### src/rtl/dma_arb_pkg.sv
package dma_arb_pkg;
  localparam int REG_W = 8;

  typedef enum logic [1:0] {
    ARB_IDLE  = 2'b00,
    ARB_HOLD  = 2'b01,
    ARB_SERVE = 2'b10
  } arb_state_e;

  typedef enum logic [1:0] {
    SEL_MASK  = 2'b00,
    SEL_SWREQ = 2'b01,
    SEL_CASC  = 2'b10,
    SEL_NONE  = 2'b11
  } reg_sel_e;
endpackage

### src/rtl/dma_arb_regs.sv
module dma_arb_regs
  import dma_arb_pkg::*;
#(
  parameter int NCH = 4
) (
  input  logic             clk,
  input  logic             rst_n,
  input  logic             wr_en,
  input  logic [1:0]       wr_sel,
  input  logic [REG_W-1:0] wr_data,
  input  logic             rd_en,
  input  logic             svc_end,
  input  logic             tc,
  input  logic [NCH-1:0]   grant,
  output logic [NCH-1:0]   mask_q,
  output logic [NCH-1:0]   swreq_q,
  output logic [NCH-1:0]   cas_q,
  output logic [NCH-1:0]   tcflag_q
);
  logic [NCH-1:0] swreq_d, tcflag_d;
  logic [NCH-1:0] wr_bits;

  assign wr_bits = wr_data[NCH-1:0];

  always_comb begin
    swreq_d = swreq_q;
    if (svc_end) swreq_d = swreq_q & ~grant;
    if (wr_en && reg_sel_e'(wr_sel) == SEL_SWREQ) swreq_d = wr_bits;
  end

  always_comb begin
    tcflag_d = rd_en ? '0 : tcflag_q;
    if (svc_end && tc) tcflag_d = tcflag_d | grant;
  end

  always_ff @(posedge clk or negedge rst_n) begin
    if (!rst_n) begin
      mask_q   <= '1;
      swreq_q  <= '0;
      cas_q    <= '0;
      tcflag_q <= '0;
    end else begin
      swreq_q  <= swreq_d;
      tcflag_q <= tcflag_d;
      if (wr_en && reg_sel_e'(wr_sel) == SEL_MASK) mask_q <= wr_bits;
      if (wr_en && reg_sel_e'(wr_sel) == SEL_CASC) cas_q  <= wr_bits;
    end
  end
endmodule

### src/rtl/dma_arb_prio.sv
module dma_arb_prio #(
  parameter int NCH = 4
) (
  input  logic [NCH-1:0] req,
  output logic [NCH-1:0] pick,
  output logic           any
);
  logic [NCH:0] seen;

  assign seen[0] = 1'b0;

  for (genvar i = 0; i < NCH; i++) begin : g_chain
    assign pick[i]   = req[i] & ~seen[i];
    assign seen[i+1] = seen[i] | req[i];
  end

  assign any = seen[NCH];
endmodule

### src/rtl/dma_arb_fsm.sv
module dma_arb_fsm
  import dma_arb_pkg::*;
#(
  parameter int NCH = 4
) (
  input  logic           clk,
  input  logic           rst_n,
  input  logic           any_req,
  input  logic [NCH-1:0] pick,
  input  logic [NCH-1:0] cas,
  input  logic [NCH-1:0] dreq,
  input  logic           hlda,
  input  logic           done,
  output logic           hrq,
  output logic [NCH-1:0] dack,
  output logic           bus_own,
  output logic           svc_end
);
  arb_state_e state_q;
  logic       cas_win;

  assign cas_win = |(dack & cas);
  assign svc_end = (state_q == ARB_SERVE) &&
                   (cas_win ? ~|(dreq & dack) : done);

  always_ff @(posedge clk or negedge rst_n) begin
    if (!rst_n) begin
      state_q <= ARB_IDLE;
      hrq     <= 1'b0;
      dack    <= '0;
      bus_own <= 1'b0;
    end else begin
      unique case (state_q)
        ARB_IDLE: begin
          if (any_req) begin
            hrq     <= 1'b1;
            state_q <= ARB_HOLD;
          end
        end
        ARB_HOLD: begin
          if (!any_req) begin
            hrq     <= 1'b0;
            state_q <= ARB_IDLE;
          end else if (hlda) begin
            dack    <= pick;
            bus_own <= ~|(pick & cas);
            state_q <= ARB_SERVE;
          end
        end
        ARB_SERVE: begin
          if (svc_end) begin
            dack    <= '0;
            hrq     <= 1'b0;
            bus_own <= 1'b0;
            state_q <= ARB_IDLE;
          end
        end
        default: state_q <= ARB_IDLE;
      endcase
    end
  end
endmodule

### src/rtl/dma_req_arbiter.sv
module dma_req_arbiter
  import dma_arb_pkg::*;
#(
  parameter int NCH = 4
) (
  input  logic             clk,
  input  logic             rst_n,
  input  logic [NCH-1:0]   dreq_i,
  output logic [NCH-1:0]   dack_o,
  output logic             hrq_o,
  input  logic             hlda_i,
  output logic             bus_own_o,
  input  logic             done_i,
  input  logic             tc_i,
  input  logic             wr_en_i,
  input  logic [1:0]       wr_sel_i,
  input  logic [REG_W-1:0] wr_data_i,
  input  logic             rd_en_i,
  output logic [2*NCH-1:0] status_o
);
  logic [NCH-1:0] mask_q, swreq_q, cas_q, tcflag_q;
  logic [NCH-1:0] raw_req, eff_req, pick;
  logic           any_req, svc_end;

  assign raw_req  = dreq_i | swreq_q;
  assign eff_req  = raw_req & ~mask_q;
  assign status_o = {raw_req, tcflag_q};

  dma_arb_regs #(.NCH(NCH)) u_regs (
    .clk      (clk),
    .rst_n    (rst_n),
    .wr_en    (wr_en_i),
    .wr_sel   (wr_sel_i),
    .wr_data  (wr_data_i),
    .rd_en    (rd_en_i),
    .svc_end  (svc_end),
    .tc       (tc_i),
    .grant    (dack_o),
    .mask_q   (mask_q),
    .swreq_q  (swreq_q),
    .cas_q    (cas_q),
    .tcflag_q (tcflag_q)
  );

  dma_arb_prio #(.NCH(NCH)) u_prio (
    .req  (eff_req),
    .pick (pick),
    .any  (any_req)
  );

  dma_arb_fsm #(.NCH(NCH)) u_fsm (
    .clk     (clk),
    .rst_n   (rst_n),
    .any_req (any_req),
    .pick    (pick),
    .cas     (cas_q),
    .dreq    (dreq_i),
    .hlda    (hlda_i),
    .done    (done_i),
    .hrq     (hrq_o),
    .dack    (dack_o),
    .bus_own (bus_own_o),
    .svc_end (svc_end)
  );
endmodule

### config.mk
export PLATFORM = sky130hd
export DESIGN_NAME = dma_req_arbiter
export DESIGN_NICKNAME = d
export VERILOG_FILES = /design/src/rtl/dma_arb_pkg.sv /design/src/rtl/dma_arb_regs.sv /design/src/rtl/dma_arb_prio.sv /design/src/rtl/dma_arb_fsm.sv /design/src/rtl/dma_req_arbiter.sv
export SDC_FILE = /design/constraint.sdc
export NUM_CORES = 1
export LEC_CHECK = 0
export ABC_CLOCK_PERIOD_IN_PS = 1990
export CAP_MARGIN = 10
export CORE_MARGIN = 2
export CORE_UTILIZATION = 47
export DETAILED_ROUTE_END_ITERATION = 10
export GPL_TIMING_DRIVEN = 0
export PLACE_DENSITY = 0.74
export SYNTH_ARGS = -nofsm -noshare
export SYNTH_HDL_FRONTEND = slang
export SYNTH_SLANG_ARGS = --single-unit
### constraint.sdc
create_clock -name clk -period 1.99 [get_ports clk]
set_input_delay 0.4975 -clock clk [delete_from_list [all_inputs] [get_ports clk]]
set_output_delay 0.4975 -clock clk [all_outputs]
set_load 0.02 [all_outputs]
# Word level (Yosys, flattened, before mapping)
# Cells that the tools add are included.
# W data, S select, Z words.
[word_totals] register_bits=24 latchBits=0 mem_bits_rw=0 rom_bits=0 inputBits=21 out_inout_bits=14 wordCells=75 n_memories=0
[op_classes] add_sub_neg=0 multipliers=0 div=0 n_lt_le_gt_ge=0 eq_ne=10 shifts=0 muxes=21 n_bitwise=18 n_reduce_logical=18
[ops] op="$mux W4" count=7
[ops] op="$and A4 B4 Y4" count=5
[ops] op="$reduce_or A4 Y1" count=3
[ops] op="$mux W2" count=4
[ops] op="$not A4 Y4" count=2
[ops] op="$or A4 B4 Y4" count=2
[ops] op="$pmux W4 S2" count=1
[ops] op="$reduce_and A4 Y1" count=2
[ops] op="$mux W1" count=6
[ops] op="$ne A2 B2 Y1 const B" count=3
[ops] op="$pmux W2 S3" count=1
[ops] op="$logic_and A1 B1 Y1" count=5
[ops] op="$eq A2 B1 Y1 const B" count=2
[ops] op="$eq A2 B2 Y1 const B" count=2
[ops] op="$logic_not A2 Y1" count=2
[ops] op="$ne A2 B1 Y1 const B" count=2
[ops] op="$reduce_bool A2 Y1" count=2
[ops] op="$and A1 B1 Y1" count=3
[ops] op="$ne A3 B3 Y1 const B" count=1
[ops] op="$not A1 Y1" count=3
[ops] op="$or A1 B1 Y1" count=3
[ops] op="$pmux W1 S3" count=1
[ops] op="$reduce_and A3 Y1" count=1
[ops] op="$reduce_bool A3 Y1" count=1
[ops] op="2 further kinds" count=3

# Depth between registers and ports, before layout
[logic_depth] word_depth=12 mapped_depth=5 mapped_depth_nobuf=5

# By module
# A second synthesis with hierarchy kept.
[hier_totals] hier_cells=121 area_unflattened_um2=1342.5
[by_module_without_submodules] module="dma_arb_regs" instances=1 cells_each=47 area_per_inst_um2=659.4 seq_area_each_um2=405.4
[by_module_without_submodules] module="dma_arb_fsm" instances=1 cells_each=61 area_per_inst_um2=580.6 seq_area_each_um2=200.2
[by_module_without_submodules] module="dma_req_arbiter" instances=1 cells_each=8 area_per_inst_um2=65.1 seq_area_each_um2=0.0
[by_module_without_submodules] module="dma_arb_prio" instances=1 cells_each=5 area_per_inst_um2=37.5 seq_area_each_um2=0.0

# Worst setup path after synthesis
# OpenSTA, ideal clock, no wires.
[synth_timing] kind="reg-to-reg" start="register u_fsm.dack[3]" end="register u_fsm.bus_own" setup_time_ns=0.125 arrival_time_ns=1.645 t_required_ns=1.865 path_slack_ns=0.220 stages_incl_launch_ff=6 n_path_buf=0 synth_period_minus_slack_ns=1.770 cell_sequence="dfrtp_1 a22o_1 a211o_1 nand3_2 a21boi_4 mux2_4"
[synth_between] elab_chain_cells=7 word_cells_on_any_way=9 classes_between="eq/ne: 1; mux: 1; bitwise: 2; reduce/logical: 5"
[synth_lines] element="from (decl)" line="dma_arb_fsm.sv:15" text="output logic [NCH-1:0] dack,"
[synth_lines] element="from (signal assigned)" line="dma_arb_fsm.sv:45" text="dack <= pick;"
[synth_lines] element="$and A4 B4 Y4" line="dma_arb_fsm.sv:24" text="(cas_win ? ~|(dreq & dack) : done);"
[synth_lines] element="$reduce_or A4 Y1" line="dma_arb_fsm.sv:24"
[synth_lines] element="$logic_not A1 Y1" line="dma_arb_fsm.sv:24"
[synth_lines] element="$mux W1 (*)" line="dma_arb_fsm.sv:24"
[synth_lines] element="$logic_and A1 B1 Y1 (*)" line="dma_arb_fsm.sv:23" text="assign svc_end = (state_q == ARB_SERVE) &&"
[synth_lines] element="$ne A2 B2 Y1 (no line) (*)"
[synth_lines] element="$reduce_and A4 Y1 (no line) (*)"
[synth_lines] element="to (signal assigned)" line="dma_arb_fsm.sv:46" text="bus_own <= ~|(pick & cas);"
[synth_lines] element="to (decl)" line="dma_arb_fsm.sv:16" text="output logic bus_own,"
# Mark *: on every way between the ends. The rest lies on a longest branch, timed or not.
# A chain may end at the register's enable or synchronous reset.

# Worst setup path in the final report
[layout_timing] start="input dreq_i[3]" end="register u_fsm.bus_own"
[layout_between] elab_chain_cells=9 word_cells_on_any_way=18 classes_between="eq/ne: 2; mux: 4; bitwise: 6; reduce/logical: 6"
[layout_lines] element="from (decl)" line="dma_req_arbiter.sv:8" text="input logic [NCH-1:0] dreq_i,"
[layout_lines] element="$or A4 B4 Y4" line="dma_req_arbiter.sv:25" text="assign raw_req = dreq_i | swreq_q;"
[layout_lines] element="$and A4 B4 Y4" line="dma_req_arbiter.sv:26" text="assign eff_req = raw_req & ~mask_q;"
[layout_lines] element="$and A1 B1 Y1" line="dma_arb_prio.sv:13" text="assign pick[i] = req[i] & ~seen[i];"
[layout_lines] element="$and A4 B4 Y4" line="dma_arb_fsm.sv:46"
[layout_lines] element="$reduce_or A4 Y1" line="dma_arb_fsm.sv:46"
[layout_lines] element="$logic_not A1 Y1" line="dma_arb_fsm.sv:46"
[layout_lines] element="$mux W1" line="dma_arb_fsm.sv:44" text="end else if (hlda) begin"
[layout_lines] element="$mux W1" line="dma_arb_fsm.sv:41" text="if (!any_req) begin"
[layout_lines] element="$pmux W1 S2" line="dma_arb_fsm.sv:33" text="unique case (state_q)"
# Several ways; a longest one is shown, not always the timed one. The select of a mux whose other input is x is not followed.

==> results.tsv <==
metric	value	unit
Final ANT Viol Nets	0	
worst vdd ir	0.738	mV
Initial Utilization	0.507	
Syn Inst Count	123	
Post-Place Cells	183	
status	complete, no violations	
synth unique cells	34	
final hold vios	0	
fmax	509	MHz
Main synth FF type	dfrtp_1	
hold crit path type	reg2reg	
half-perimeter wire length after placement	2220	um
ant diodes	0	
worst skew pair latency	310	ps
Sink Count	24	
DR iter-0 viols	24	
clock root cell	clkbuf_4	
Tot GR Track Use	0.195	
die width	56.2	um
Area Overhead vs Synth	28.3	%
fillers	224	
Num CTS Buffers	3	
Hold Startpoint	u_fsm.bus_own	
final max-slew violation count	0	
Worst Hold Depth	1	
PortBufs	30	
initial antenna violation count	0	
grt total ovfl	0	
first-pass GRT wire length	4950	um
Rel. slew slack	0.305	
critical path fanouts, max	6	
Rows	18	
# nets final	185	
Slew @ Worst Pin	1040	ps
share of layout cells above drive strength 1	0.215	
DIE AREA	3150	um^2
DRC	0	
H-tree depth	1	
# hold bufs at CTS	0	
max-cap violations	0	
Finished Cell Area	1640	um^2
CTS tree	built	
Crit path arrival time	2180	ps
RSZ-0062 raised after global routing	yes	
CP startpoint kind	input port	
RePlAce Congestion	0.752	
setup slack, reg-to-reg	180	ps
routed len/inst	15.2	um
Required @ worst endpoint	2200	ps
R2R cell count	5	
most frequent cells in the layout	clkdlybuf4s50_1 (25), dfrtp_1 (20), inv_1 (17)	
Tcrit/Tclk final	0.988	
DRT Wirelength	2850	um
Pwr Density	1060	nW/um^2
Setup Viol. Count Final	0	
clock tree buffer depth	2	
static leakage	0.709	nW
Syn. warnings	0	
vias in the first global route	1047	
Core Util, Final	0.650	
clock skew	3.17	ps
First-pass DRT Iterations	5	
final non-filler cell total	188	
post-synthesis area per instance	10.4	um^2
syn_nets	148	
CTS clock-pin slew for the worst setup and hold paths	120	ps
pin count of the biggest net entering global routing	25	
CORE AREA	2520	um^2
Setup TNS	0	ps
Syn Std Cell Area	1280	um^2
Die Y	56.2	um
IO Pins	35	
synthesized flop and latch total	24	
commonest non-fill, non-tap cell in the layout	clkdlybuf4s50_1	
CP Capture Type	register	
kind of critical path	in2reg	
via count	1093	
capturing point of the worst reg2reg path	u_fsm.bus_own	
Vias/cell	5.81	
post-place instance area	1620	um^2
Post-synth EDFFs	0	
Worst R2R Start	u_fsm.dack[3]	
Worst Hold End	u_fsm.bus_own	
Final min period	1970	ps
Synth async-reset ratio	1.00	
sequential share of the synthesized area	0.474	
per-layer routing:
layer	share of wire	vias to the layer above	GRT usage
li1	-	516	-
met1	0.42	537	0.250
met2	0.52	32	0.334
met3	0.044	8	0.0256
met4	0.018	0	0.0748
met5	0	-	0
cell families (layout without fill, tap and decap cells):
logic type / count (synthesis) / count (layout) / share of synthesized area
AOI/OAI and AO/OA: 34 / 34 / 0.204
and+or+nand+nor: 34 / 34 / 0.151
DFF: 24 / 24 / 0.474
buffers and inverters: 18 / 53 / 0.0528
muxes: 9 / 9 / 0.0802
adders and majority gates: 4 / 4 / 0.0391
flip-flops by register name, indices dropped and copies added (netlist names):
register	cells
u_fsm.dack	4
u_regs.tcflag_q	4
u_regs.cas_q	4
u_regs.swreq_q	4
u_regs.mask_q	4
u_fsm.bus_own	1
u_fsm.state_q	2
u_fsm.hrq	1
worst max-delay path: stages:
cell and delay (ps):
clkdlybuf4s50_1 440, a22o_1 230, a211o_1 300, nand3_2 120
a21boi_4 270, mux2_4 320
stage by stage:
step	hold WS (ps)	setup WS (ps)	power, mW
2_1_floorplan	202	220	1.23
3_3_place_gp	502	-426	1.49
3_5_place_dp	506	-401	1.52
4_1_cts	538	2.48	1.73
5_1_grt	558	-13.7	1.84
6_report	534	23.7	1.73
worst max path at each step:
stage	startpoint	endpoint
finish	dreq_i[3]	u_fsm.bus_own
global route	dreq_i[3]	u_fsm.bus_own
CTS	dreq_i[1]	u_fsm.bus_own
detailed placement	dreq_i[0]	u_fsm.bus_own
global placement	dreq_i[0]	u_fsm.bus_own
floorplan	u_fsm.dack[3]	u_fsm.bus_own
cell type report:
cell class | count | area (um^2) | area share
buffer | 1 | 3.75 | 0.00229
clock buffer | 3 | 22.5 | 0.0137
inverter | 17 | 63.8 | 0.0389
multi-input combinational | 81 | 609 | 0.371
sequential | 24 | 606 | 0.369
tap | 30 | 37.5 | 0.0229
timing repair buffer | 32 | 298 | 0.182
cell usage after synthesis (3+ instances only):
cell	n	area (um^2)
o22ai_1	4	25.0
nand2_1	5	18.8
a31o_2	4	35.0
mux2_2	6	67.6
dfstp_2	4	105
nand2b_1	3	18.8
or2_2	5	31.3
ha_1	4	50.1
inv_1	17	63.8
nor2_1	4	15.0
dfrtp_1	20	500
nand3_1	7	35.0
o21bai_1	7	52.6
o21ai_0	4	20.0
power breakdown:
group	internal [mW]	switching (mW)	total, mW
combinational	0.382	0.404	0.786
sequential	0.617	0.116	0.733
clock	0.0708	0.141	0.212
total	1.07	0.661	1.73
timing repair:
action,4_1_cts,5_1_grt
endpoints found under the setup margin,5,6
setup buffers,0,2
resized for setup,15,3
pin swaps,0,2
No activity file was read; power rests on OpenSTA's default activity.
